===== src/rtl/pwm8_pkg.sv =====
package pwm8_pkg;

  localparam int DEF_FRAME_LEN = 8;
  localparam int DEF_LFSR_W    = 8;

  // Control pins, captured together at each frame boundary.
  typedef struct packed {
    logic mute;
    logic inner_n;
    logic rot_en;
  } pwm8_ctl_t;

  function automatic int mid_level(input int frame_len);
    return frame_len / 2;
  endfunction

endpackage


===== src/rtl/pwm8_lfsr.sv =====
module pwm8_lfsr #(
  parameter int              LFSR_W = 8,
  parameter logic [LFSR_W-1:0] TAPS = 8'hB8,
  parameter logic [LFSR_W-1:0] SEED = 8'h01,
  parameter int              OFS_W  = 3
) (
  input  logic             clk,
  input  logic             rst_n,
  input  logic             advance,
  output logic [OFS_W-1:0] offset
);

  logic [LFSR_W-1:0] state_q;
  logic [LFSR_W-1:0] state_d;

  // Galois form, shifting right; the tap mask is applied when bit 0 is set.
  always_comb begin
    state_d = state_q >> 1;
    if (state_q[0]) state_d = state_d ^ TAPS;
  end

  always_ff @(posedge clk or negedge rst_n) begin
    if (!rst_n)       state_q <= SEED;
    else if (advance) state_q <= state_d;
  end

  assign offset = state_q[OFS_W-1:0];

endmodule


===== src/rtl/pwm8_level_shaper.sv =====
module pwm8_level_shaper
  import pwm8_pkg::*;
#(
  parameter int FRAME_LEN = 8,
  parameter int LVL_W     = 4
) (
  input  logic [LVL_W-1:0] level_in,
  input  pwm8_ctl_t        ctl,
  output logic [LVL_W-1:0] level_out
);

  localparam logic [LVL_W-1:0] LV_MAX = LVL_W'(FRAME_LEN);
  localparam logic [LVL_W-1:0] LV_MID = LVL_W'(mid_level(FRAME_LEN));
  localparam logic [LVL_W-1:0] LV_TOP = LVL_W'(FRAME_LEN - 1);
  localparam logic [LVL_W-1:0] LV_ONE = LVL_W'(1);

  logic [LVL_W-1:0] clamped;

  always_comb begin
    clamped = (level_in > LV_MAX) ? LV_MAX : level_in;
    if (ctl.mute) begin
      level_out = LV_MID;
    end else if (!ctl.inner_n && clamped == '0) begin
      level_out = LV_ONE;
    end else if (!ctl.inner_n && clamped == LV_MAX) begin
      level_out = LV_TOP;
    end else begin
      level_out = clamped;
    end
  end

endmodule


===== src/rtl/pwm8_pattern_gen.sv =====
module pwm8_pattern_gen #(
  parameter int FRAME_LEN = 8,
  parameter int LVL_W     = 4,
  parameter int OFS_W     = 3
) (
  input  logic [LVL_W-1:0]     level,
  input  logic                 rot_en,
  input  logic [OFS_W-1:0]     offset,
  output logic [FRAME_LEN-1:0] pattern
);

  logic [FRAME_LEN-1:0]   base;
  logic [2*FRAME_LEN-1:0] doubled;
  logic [OFS_W-1:0]       shift;

  // Left-aligned run of ones: bit (FRAME_LEN-1-i) is set when level > i.
  for (genvar i = 0; i < FRAME_LEN; i++) begin : g_thermo
    assign base[FRAME_LEN-1-i] = (level > LVL_W'(i));
  end

  assign shift   = rot_en ? offset : '0;
  assign doubled = {base, base};
  assign pattern = doubled[shift +: FRAME_LEN];

endmodule


===== src/rtl/pwm8_serializer.sv =====
module pwm8_serializer #(
  parameter int                   FRAME_LEN = 8,
  parameter int                   CNT_W     = 3,
  parameter logic [FRAME_LEN-1:0] RESET_PAT = 8'hF0
) (
  input  logic                 clk,
  input  logic                 rst_n,
  input  logic [FRAME_LEN-1:0] pattern,
  output logic                 frame_last,
  output logic [FRAME_LEN-1:0] frame_q,
  output logic                 bit_out
);

  localparam logic [CNT_W-1:0] CNT_LAST = CNT_W'(FRAME_LEN - 1);

  logic [CNT_W-1:0] cnt_q;

  assign frame_last = (cnt_q == CNT_LAST);

  always_ff @(posedge clk or negedge rst_n) begin
    if (!rst_n) begin
      cnt_q   <= CNT_LAST;
      frame_q <= RESET_PAT;
    end else if (frame_last) begin
      cnt_q   <= '0;
      frame_q <= pattern;
    end else begin
      cnt_q   <= cnt_q + 1'b1;
      frame_q <= frame_q << 1;
    end
  end

  assign bit_out = frame_q[FRAME_LEN-1];

endmodule


===== src/rtl/pwm8_encoder.sv =====
module pwm8_encoder
  import pwm8_pkg::*;
#(
  parameter int FRAME_LEN = DEF_FRAME_LEN,
  parameter int LFSR_W    = DEF_LFSR_W,
  parameter logic [LFSR_W-1:0] LFSR_TAPS = 8'hB8,
  parameter logic [LFSR_W-1:0] LFSR_SEED = 8'h01,
  localparam int LVL_W = $clog2(FRAME_LEN + 1)
) (
  input  logic             clk,
  input  logic             rst_n,
  input  logic             in_valid,
  output logic             in_ready,
  input  logic [LVL_W-1:0] in_level,
  input  logic             mute,
  input  logic             inner_n,
  input  logic             rot_en,
  output logic             bit_out
);

  localparam int OFS_W = $clog2(FRAME_LEN);
  localparam int MID   = mid_level(FRAME_LEN);
  localparam logic [LVL_W-1:0]     LV_MID    = LVL_W'(MID);
  localparam logic [FRAME_LEN-1:0] RESET_PAT = ~({FRAME_LEN{1'b1}} >> MID);

  pwm8_ctl_t            ctl;
  logic                 frame_last;
  logic                 accept;
  logic [LVL_W-1:0]     held_q;
  logic [LVL_W-1:0]     sel_level;
  logic [LVL_W-1:0]     eff_level;
  logic [OFS_W-1:0]     offset;
  logic [FRAME_LEN-1:0] pattern;
  logic [FRAME_LEN-1:0] frame_q;

  assign ctl       = '{mute: mute, inner_n: inner_n, rot_en: rot_en};
  assign in_ready  = frame_last;
  assign accept    = in_valid & frame_last;
  assign sel_level = accept ? in_level : held_q;

  always_ff @(posedge clk or negedge rst_n) begin
    if (!rst_n)      held_q <= LV_MID;
    else if (accept) held_q <= in_level;
  end

  pwm8_level_shaper #(.FRAME_LEN(FRAME_LEN), .LVL_W(LVL_W)) u_shape (
    .level_in (sel_level),
    .ctl      (ctl),
    .level_out(eff_level)
  );

  pwm8_lfsr #(.LFSR_W(LFSR_W), .TAPS(LFSR_TAPS), .SEED(LFSR_SEED), .OFS_W(OFS_W)) u_lfsr (
    .clk    (clk),
    .rst_n  (rst_n),
    .advance(frame_last),
    .offset (offset)
  );

  pwm8_pattern_gen #(.FRAME_LEN(FRAME_LEN), .LVL_W(LVL_W), .OFS_W(OFS_W)) u_pat (
    .level  (eff_level),
    .rot_en (ctl.rot_en),
    .offset (offset),
    .pattern(pattern)
  );

  pwm8_serializer #(.FRAME_LEN(FRAME_LEN), .CNT_W(OFS_W), .RESET_PAT(RESET_PAT)) u_ser (
    .clk       (clk),
    .rst_n     (rst_n),
    .pattern   (pattern),
    .frame_last(frame_last),
    .frame_q   (frame_q),
    .bit_out   (bit_out)
  );

endmodule


===== config.mk =====
export PLATFORM = sky130hd
export DESIGN_NAME = pwm8_encoder
export DESIGN_NICKNAME = d
export VERILOG_FILES = /design/src/rtl/pwm8_pkg.sv /design/src/rtl/pwm8_lfsr.sv /design/src/rtl/pwm8_level_shaper.sv /design/src/rtl/pwm8_pattern_gen.sv /design/src/rtl/pwm8_serializer.sv /design/src/rtl/pwm8_encoder.sv
export SDC_FILE = /design/constraint.sdc
export NUM_CORES = 1
export LEC_CHECK = 0
export BUFFER_PORTS_ARGS = -buffer_cell sky130_fd_sc_hd__clkbuf_2
export CAP_MARGIN = 0
export CORE_ASPECT_RATIO = 0.9
export CORE_UTILIZATION = 57
export DETAILED_ROUTE_END_ITERATION = 8
export GPL_TIMING_DRIVEN = 0
export PLACE_DENSITY = 0.79
export SYNTH_ARGS = -nofsm -noshare
export SYNTH_HDL_FRONTEND = slang
export SYNTH_HIERARCHICAL = 1
export SYNTH_SLANG_ARGS = --single-unit

===== constraint.sdc =====
create_clock -name clk -period 4.7 [get_ports clk]
set_input_delay 0.235 -clock clk [delete_from_list [all_inputs] [get_ports clk]]
set_output_delay 0.235 -clock clk [all_outputs]
set_load 0.01 [all_outputs]

## Word level (Yosys, flattened, before mapping)

Index checks and enable logic that the tools add are counted.

- Register bits after elaboration: 23
- Input bits: 10
- Logic and storage cells: 32
- Output and inout bits: 2

- Reduce and logical (&&, ||, !) cells: 4
- Muxes and demuxes: 9
- $lt $le $gt $ge: 9
- Bitwise gates (word level): 2
- Add/sub/neg operators: 1
- Shifts and indexed selects: 1
- Equal/unequal tests: 2

Operators by type and width:

| operator | number |
|---|---|
| $mux 4 | 5 |
| $gt 4x3->1 const B | 4 |
| $mux 8 | 2 |
| $shiftx 16x4->8 | 1 |
| $gt 4x1->1 const B | 2 |
| $gt 4x2->1 const B | 2 |
| $mux 3 | 2 |
| $eq 4x4->1 const B | 1 |
| $gt 4x4->1 const B | 1 |
| $logic_not 4->1 | 1 |
| $not 3->4 | 1 |
| $add 3x1->3 const B | 1 |
| $eq 3x3->1 const B | 1 |
| $logic_and 1x1->1 | 2 |
| $and 1x1->1 | 1 |
| $logic_not 1->1 | 1 |

## Logic depth before layout (Yosys ltp)

Gate-level depths: netlist (run 1).

- Depth in word-level cells: 13
- Mapped depth: 13
- Depth with buffers taken out: 11

## By module

The synthesis (run 1) kept the hierarchy.

By module, submodules not included:

| module | area each (um^2) | sequential area each (um^2) | cells each | times used |
|---|---|---|---|---|
| pwm8_serializer | 455.4 | 284.0 | 25 | 1 |
| pwm8_pattern_gen | 410.4 | 0.0 | 69 | 1 |
| pwm8_lfsr | 340.3 | 201.4 | 26 | 1 |
| pwm8_encoder | 167.7 | 101.3 | 9 | 1 |
| pwm8_level_shaper | 60.1 | 0.0 | 10 | 1 |

## Least setup slack after synthesis (run 1)

OpenSTA, ideal clock, no wires.

- Kind: reg-to-reg
- Start: register u_ser.cnt_q[0]
- End: register u_ser.frame_q[4]
- Cell stages (with the launch flop): 14
- Library setup time: 0.082 ns
- Clock period less this slack: 2.851 ns
- Arrival time: 2.768 ns
- Setup slack: 1.849 ns
- Data required time: 4.618 ns
- Buffers on the path: 2
- Path through: dfstp_2 > ha_1 > ha_1 > nand2_2 > mux2_4 > or2b_1 > a31oi_1 > buf_2 > and2_1 > buf_2 > o21a_1 > a221oi_1 > o21ai_0 > mux2_4

- Word-level cells in the longest chain between the ends: 13
- Elaborated cells between the ends (all ways): 22
- Classes of those cells: 9 x order compare; 2 x eq/ne; 1 x shift; 6 x mux; 1 x bitwise; 3 x reduce/logical

Ends and longest elaborated chain:

| what | RTL line | RTL |
|---|---|---|
| start, declared | pwm8_serializer.sv:16 | `logic [CNT_W-1:0] cnt_q;` |
| start signal, assigned | pwm8_serializer.sv:28 | `cnt_q <= cnt_q + 1'b1;` |
| $eq 3x3->1 (*) | pwm8_serializer.sv:18 | `assign frame_last = (cnt_q == CNT_LAST);` |
| net in_ready | pwm8_encoder.sv:13 | `output logic in_ready,` |
| $and 1x1->1 (*) | pwm8_encoder.sv:38 | `assign accept = in_valid & frame_last;` |
| $mux 4 (*) | -- |  |
| net sel_level[3] | pwm8_encoder.sv:30 | `logic [LVL_W-1:0] sel_level;` |
| $gt 4x4->1 | pwm8_level_shaper.sv:20 | `clamped = (level_in > LV_MAX) ? LV_MAX : level_in;` |
| $mux 4 (*) | pwm8_level_shaper.sv:20 |  |
| $eq 4x4->1 | pwm8_level_shaper.sv:25 | `end else if (!ctl.inner_n && clamped == LV_MAX) begin` |
| $logic_and 1x1->1 | pwm8_level_shaper.sv:25 |  |
| $mux 4 | pwm8_level_shaper.sv:25 |  |
| $mux 4 (*) | pwm8_level_shaper.sv:23 | `end else if (!ctl.inner_n && clamped == '0) begin` |
| $mux 4 (*) | pwm8_level_shaper.sv:21 | `if (ctl.mute) begin` |
| net eff_level[0] | pwm8_encoder.sv:31 | `logic [LVL_W-1:0] eff_level;` |
| $gt 4x3->1 (tied with other cells) | pwm8_pattern_gen.sv:18 | `assign base[FRAME_LEN-1-i] = (level > LVL_W'(i));` |
| $shiftx 16x4->8 (*) | pwm8_pattern_gen.sv:23 | `assign pattern = doubled[shift +: FRAME_LEN];` |
| net pattern[4] | pwm8_encoder.sv:33 | `logic [FRAME_LEN-1:0] pattern;` |
| $mux 8 (*) | pwm8_serializer.sv:24 | `end else if (frame_last) begin` |
| end signal, assigned | pwm8_serializer.sv:26 | `frame_q <= pattern;` |
| end signal, assigned | pwm8_serializer.sv:29 | `frame_q <= frame_q << 1;` |
| end, declared | pwm8_serializer.sv:10 | `output logic [FRAME_LEN-1:0] frame_q,` |

Mark *: on every way through the listed nets, which the timed path passes. The rest lies on a longest branch.
A chain may end at the register's enable or synchronous reset.

## Final worst setup path (run 1)

- Start: register u_ser.cnt_q[0]
- End: register u_ser.frame_q[6]

- Word-level cells in the longest chain between the ends: 13
- Elaborated cells between the ends (all ways): 22
- Classes of those cells: 9 x order compare; 2 x eq/ne; 1 x shift; 6 x mux; 1 x bitwise; 3 x reduce/logical

Ends and longest elaborated chain:

| what | RTL line |
|---|---|
| $eq 3x3->1 (*) | pwm8_serializer.sv:18 |
| $and 1x1->1 (*) | pwm8_encoder.sv:38 |
| $mux 4 (*) | -- |
| net sel_level[3] | pwm8_encoder.sv:30 |
| $gt 4x4->1 | pwm8_level_shaper.sv:20 |
| $mux 4 (*) | pwm8_level_shaper.sv:20 |
| $eq 4x4->1 | pwm8_level_shaper.sv:25 |
| $logic_and 1x1->1 | pwm8_level_shaper.sv:25 |
| $mux 4 | pwm8_level_shaper.sv:25 |
| $mux 4 (*) | pwm8_level_shaper.sv:23 |
| $mux 4 (*) | pwm8_level_shaper.sv:21 |
| net eff_level[1] | pwm8_encoder.sv:31 |
| $gt 4x3->1 (tied with other cells) | pwm8_pattern_gen.sv:18 |
| $shiftx 16x4->8 (*) | pwm8_pattern_gen.sv:23 |
| net pattern[6] | pwm8_encoder.sv:33 |
| $mux 8 (*) | pwm8_serializer.sv:24 |

Marked as above.

==> key figures, run 1 <==
Place
  • HPWL after detailed placement: 1910 um
  • RD Place Congestion: 0.871
  • Count of buffers from port buffering: 11

Synth
  • Cell count after synthesis: 138
  • Syn Area/Cell: 10.3 um2
  • Post-Syn Area: 1430 um2
  • Number of warning messages in the yosys log: 6
  • Synth Net Count: 151

Route
  • Vias/cell: 6.03
  • Post-detailed-route wirelength per cell: roughly 14 um
  • Final routed wirelength across all metal layers: 2610 um
  • Number of search-and-repair iterations in the first detailed-routing pass: 4
  • # DRC: 0
  • ANT nets after route: 0
  • Via count: 1,091
  • Count of routing violations after the opening detailed-route iteration: 37

Status
  • Status: finished clean

Cells and area
  • Final layout net count: approximately 170
  • Reg area: 587 um2
  • Most frequent standard cell in the layout excluding fill and tap cells: dfrtp_1
  • Multi-input gate area: 733 um2
  • Filler Cells Inserted: 175
  • Layout cell share with drive strength beyond 1: 35.7%
  • Diode count: 0
  • Area grow syn2layout: 8.86%
  • Commonest cells after routing, fill and taps aside: dfrtp_1 (14), mux2_4 (11), clkbuf_2 (11)

Run
  • Number of maximum-capacitance constraint violations: 0

Timing
  • Least-Margin Pin Slew: 682 ps
  • Maximum frequency from static timing analysis: 311 MHz
  • Unrepaired setup endpoints after global routing: false
  • Setup violation total in the final timing report: 0
  • Tcrit/Tclk final: between 60% and 70%
  • Final critical path time including I/O delays and setup: 3220 ps
  • Setup Total Neg Slack: 0 ps
  • Pins over their slew limit: 0
  • Clock tree skew after final layout: 1.41 ps
  • Final hold vios: 0
  • Max-slew headroom: 54.2%

Critical path
  • Required time of the critical path: ~5000 ps
  • Category of the worst setup path capture point: flop
  • CP arrival: 3480 ps
  • Critical path launch point: u_ser/cnt_q[0]
  • Crit Path Max Fanout: 10
  • Crit Reg-Reg Startpoint: u_ser/cnt_q[0]
  • Critical path start-end classification: flop to flop
  • CP Launch Type: flop

Die
  • Std-Cell Rows: 16
  • Number of primary I/O pins: 12
  • Effective utilization at floorplan: between 60% and 70%
  • Vertical die dimension: 49.5 um
  • X dimension of the die: 54.7 um
  • Die Footprint: 2710 um2
  • Core footprint: ~2300 um2

Clocking
  • Cell at the root of the clock tree: clkbuf_4
  • Clock slew at reported path FFs: 120 ps
  • Max Root-Sink Buffers: 2
  • Clock buffer count from CTS: 3
  • H-tree levels: 1
  • Sinks on Clock Net: 23
  • TritonCTS clock tree: built
  • Clock insertion delay at the later pin of the skew report: 310 ps
  • Post-CTS Setup Repair Bufs: 0

Global routing
  • Total track usage: 23.8%
  • Pin count of the biggest net entering global routing: 24
  • Grt ovf: 0
  • Via count of the first global-routing pass: 1,043
  • Global-route wire length before repair: between 4000 and 5000 um
  • Number of antenna violations at the first check in global routing: 0

Pwr
  • P per Cell Area: 234 nW/um2
  • Post-route total power: 364 uW
  • Worst voltage drop across the vdd grid: 0.000229 V
  • Standby leakage power: 0.723 nW

Hold path
  • Worst min-delay path startpoint: in_level[0]
  • Path type of the worst min-delay path: input pin to flop
[critical path: stages (launching register included)]
cell	delay, ps
dfstp_2	550
ha_1	170
ha_1	270
nand2_2	150
mux2_4	360
and2_1	170
nor3_1	530
buf_2	340
nand3_1	100
a21oi_1	120
a2111oi_0	80
a31oi_1	170
mux2_4	170
[routing by layer]
| layer | global-route usage [%] | vias up | wire (um) |
|---|---|---|---|
| li1 | - | 524 | - |
| met1 | 35.5 | 515 | 1240 |
| met2 | 33.3 | 49 | 1160 |
| met3 | 7.41 | 3 | 193 |
| met4 | 5.56 | 0 | 8 |
| met5 | 0 | - | 0 |
[final cells by class]
cell class | instances | area share (%)
buffer | 14 | 5.88
clock buffer | 3 | 1.45
clock inverter | 1 | 0.322
inverter | 4 | 0.967
multi-input combinational | 97 | 47.2
sequential | 23 | 37.8
tap | 27 | 2.18
timing repair buffer | 12 | 4.19
[flip-flops by register name, indices dropped and copies added, names as in the netlist]
| name | count |
|---|---|
| u_ser/cnt_q | 3 |
| u_ser/frame_q | 8 |
| held_q | 4 |
| u_lfsr/state_q | 8 |
[where the power goes]
group          leakage (nW)  total, mW  switching, mW  internal (mW)
combinational         0.425     0.0620         0.0323         0.0297
clock                0.0177     0.0882         0.0564         0.0318
sequential            0.281      0.213        0.00257          0.211
total                 0.723      0.364         0.0913          0.272
[what timing repair did]
action                                 CTS  global route
resized for setup                        0             0
endpoints found under the hold margin   14             0
hold buffers                             1             0
[per-stage QoR]
step | std cells | utilization, % | setup WS [ps] | cell area (um2) | hold WS, ps
2_1_floorplan | 138 | - | 1850 | 1430 | -60.6
3_3_place_gp | 176 | 67.0 | 1630 | 1520 | 228
3_5_place_dp | 176 | 67.0 | 1510 | 1520 | 247
4_1_cts | 181 | 68.6 | 1480 | 1550 | 156
5_1_grt | 181 | 68.6 | 1140 | 1550 | 140
6_report | 181 | 68.6 | 1480 | 1550 | 165
[final timing paths]
check                           cells after the start               end  slack, ps
worst max-delay path                               12  u_ser/frame_q[6]       1480
worst min-delay path                                2         held_q[0]        170
worst max register to register                     12  u_ser/frame_q[6]       1480
worst min register to register                      1  u_ser/frame_q[4]        490
max in group asynchronous                           2    u_ser/cnt_q[2]       3900
min in group asynchronous                           2  u_ser/frame_q[1]        430
(Power assumes the default switching activity.)
==> run 2, diff against run 1 <==
- ABC_AREA: not set -> 1
- clock period: 4.7 -> 3.1 ns (I/O delays scaled with it)
==> key figures, run 2 <==
Pwr
  • Standby leakage power: around 0.85 nW
  • Post-route total power: 547 uW
  • P per Cell Area: ~370 nW/um2
  • Worst voltage drop across the vdd grid: 0.000337 V

Clocking
  • Clock buffer count from CTS: 3
  • Clock insertion delay at the later pin of the skew report: 310 ps
  • Clock slew at reported path FFs: around 110 ps
  • TritonCTS clock tree: built
  • Max Root-Sink Buffers: 2
  • Sinks on Clock Net: 23
  • Cell at the root of the clock tree: clkbuf_4
  • Post-CTS Setup Repair Bufs: 0
  • Resized Gates After CTS: 0
  • H-tree levels: 1

Critical path
  • Critical path start-end classification: flop to flop
  • CP Launch Type: flop
  • CP arrival: 2830 ps
  • Required time of the critical path: 3320 ps
  • Crit Path Max Fanout: 8
  • Category of the worst setup path capture point: flop

Timing
  • Tcrit/Tclk final: 84.4%
  • Clock tree skew after final layout: between 1 and 1.5 ps
  • Max-slew headroom: 62.7%
  • Final hold vios: 0
  • Unrepaired setup endpoints after global routing: false
  • Setup violation total in the final timing report: 0
  • Maximum frequency from static timing analysis: 382 MHz
  • Least-Margin Pin Slew: roughly 560 ps
  • Setup Total Neg Slack: 0 ps
  • Pins over their slew limit: 0
  • Final critical path time including I/O delays and setup: 2620 ps

Run
  • Number of maximum-capacitance constraint violations: 0

Global routing
  • Grt ovf: 0
  • Number of antenna violations at the first check in global routing: 0
  • Global-route wire length before repair: approximately 4000 um
  • Pin count of the biggest net entering global routing: 24
  • Total track usage: 22.7%
  • Via count of the first global-routing pass: 1,016

Synth
  • Syn Area/Cell: ~7.1 um2
  • Cell count after synthesis: 190
  • Post-Syn Area: around 1300 um2
  • Number of warning messages in the yosys log: 6
  • Synth Net Count: 203

Route
  • # DRC: 0
  • Vias/cell: slightly above 5
  • Count of routing violations after the opening detailed-route iteration: 25
  • Final routed wirelength across all metal layers: 2450 um
  • Via count: 1,204
  • Post-detailed-route wirelength per cell: approximately 11 um
  • ANT nets after route: 0
  • Number of search-and-repair iterations in the first detailed-routing pass: 4

Cells and area
  • Final layout net count: 220
  • Commonest cells after routing, fill and taps aside: nand2_1 (91), nand3_1 (29), dfrtp_1 (14)
  • Diode count: 0
  • Largest registers: u_lfsr/state_q: 8 flops, u_ser/frame_q: 8 flops, held_q: 4 flops
  • Layout cell share with drive strength beyond 1: 19.9%
  • Area grow syn2layout: 9.28%
  • Most frequent standard cell in the layout excluding fill and tap cells: nand2_1
  • Filler Cells Inserted: roughly 210

Place
  • Count of buffers from port buffering: 11
  • RD Place Congestion: 0.867
  • HPWL after detailed placement: 1950 um

Die
  • Core footprint: 2200 um2
  • X dimension of the die: 53.3 um
  • Vertical die dimension: 48.2 um
  • Effective utilization at floorplan: between 60 and 70%
  • Die Footprint: 2570 um2
  • Number of primary I/O pins: 12
  • Std-Cell Rows: 16

Status
  • Status: finished clean

Hold path
  • Path type of the worst min-delay path: input pin to flop
==> run 2: through the flow <==
| stage | std cells | hold WS [ps] | utilization, % | cell area, um2 | setup slack [ps] |
|---|---|---|---|---|---|
| after global placement | 228 | 154 | 65.3 | 1440 | 583 |
| after floorplan | 190 | -141 | - | 1350 | 768 |
| after detailed placement | 228 | 174 | 65.3 | 1440 | 511 |
| after CTS | 233 | 78.9 | 66.9 | 1470 | 491 |
| after global routing | 233 | 112 | 66.9 | 1470 | 233 |
| final | 233 | 97.6 | 66.9 | 1470 | 485 |
==> run 2: layout make-up <==
cell class / count / area (um2) / share of cell area (%)
timing repair buffer: 12 / 65.1 / 4.41
inverter: 18 / 70.1 / 4.75
clock buffer: 4 / 26.3 / 1.78
buffer: 5 / 45.0 / 3.06
sequential: 23 / 587 / 39.8
multi-input combinational: 144 / 647 / 43.9
tap: 27 / 33.8 / 2.29
==> run 2: path summary, 6_finish.rpt <==
kind	startpoint	endpoint	slack, ps	depth (start not counted)
worst max-delay path	u_ser/cnt_q[0]	u_ser/frame_q[3]	480	14
worst min-delay path	in_level[1]	held_q[1]	100	3
worst max register to register	u_ser/cnt_q[0]	u_ser/frame_q[3]	480	14
worst min register to register	u_ser/frame_q[3]	u_ser/frame_q[4]	460	2
max in group asynchronous	rst_n	u_ser/frame_q[6]	2380	2
min in group asynchronous	rst_n	held_q[1]	350	2
==> run 2: layer usage <==
layer / vias up / wire, um / track usage [%] / part of all wire [%]
met5: - / 0 / 0 / 0
met4: 0 / 28 / 8.42 / 1.1
met3: 3 / 75 / 4.05 / 3.1
met2: 23 / 1130 / 37.8 / 46
met1: 552 / 1220 / 30.2 / 50
li1: 626 / - / - / -
==> run 2: worst max-delay path, stage by stage, from the launching register on <==
cell	delay (ps)
dfstp_2	550
ha_1	160
ha_1	350
nand3_1	130
nand2_1	200
inv_2	80
a21oi_1	120
nand2_1	120
nor2_2	240
nand2_1	130
and2_1	190
nand3_1	60
nand2_1	70
nand2_1	70
nand2_1	50
==> run 2: report_power, final <==
part | switching [mW] | total (mW) | internal [mW] | leakage [nW]
sequential | 0.00353 | 0.323 | 0.319 | 0.283
clock | 0.0837 | 0.134 | 0.0503 | 0.0150
combinational | 0.0588 | 0.0897 | 0.0310 | 0.556
==> run 2: what timing repair did <==
action	in CTS	in global routing
endpoints found under the hold margin	14	0
setup endpoints to repair	0	0
hold buffers	1	0
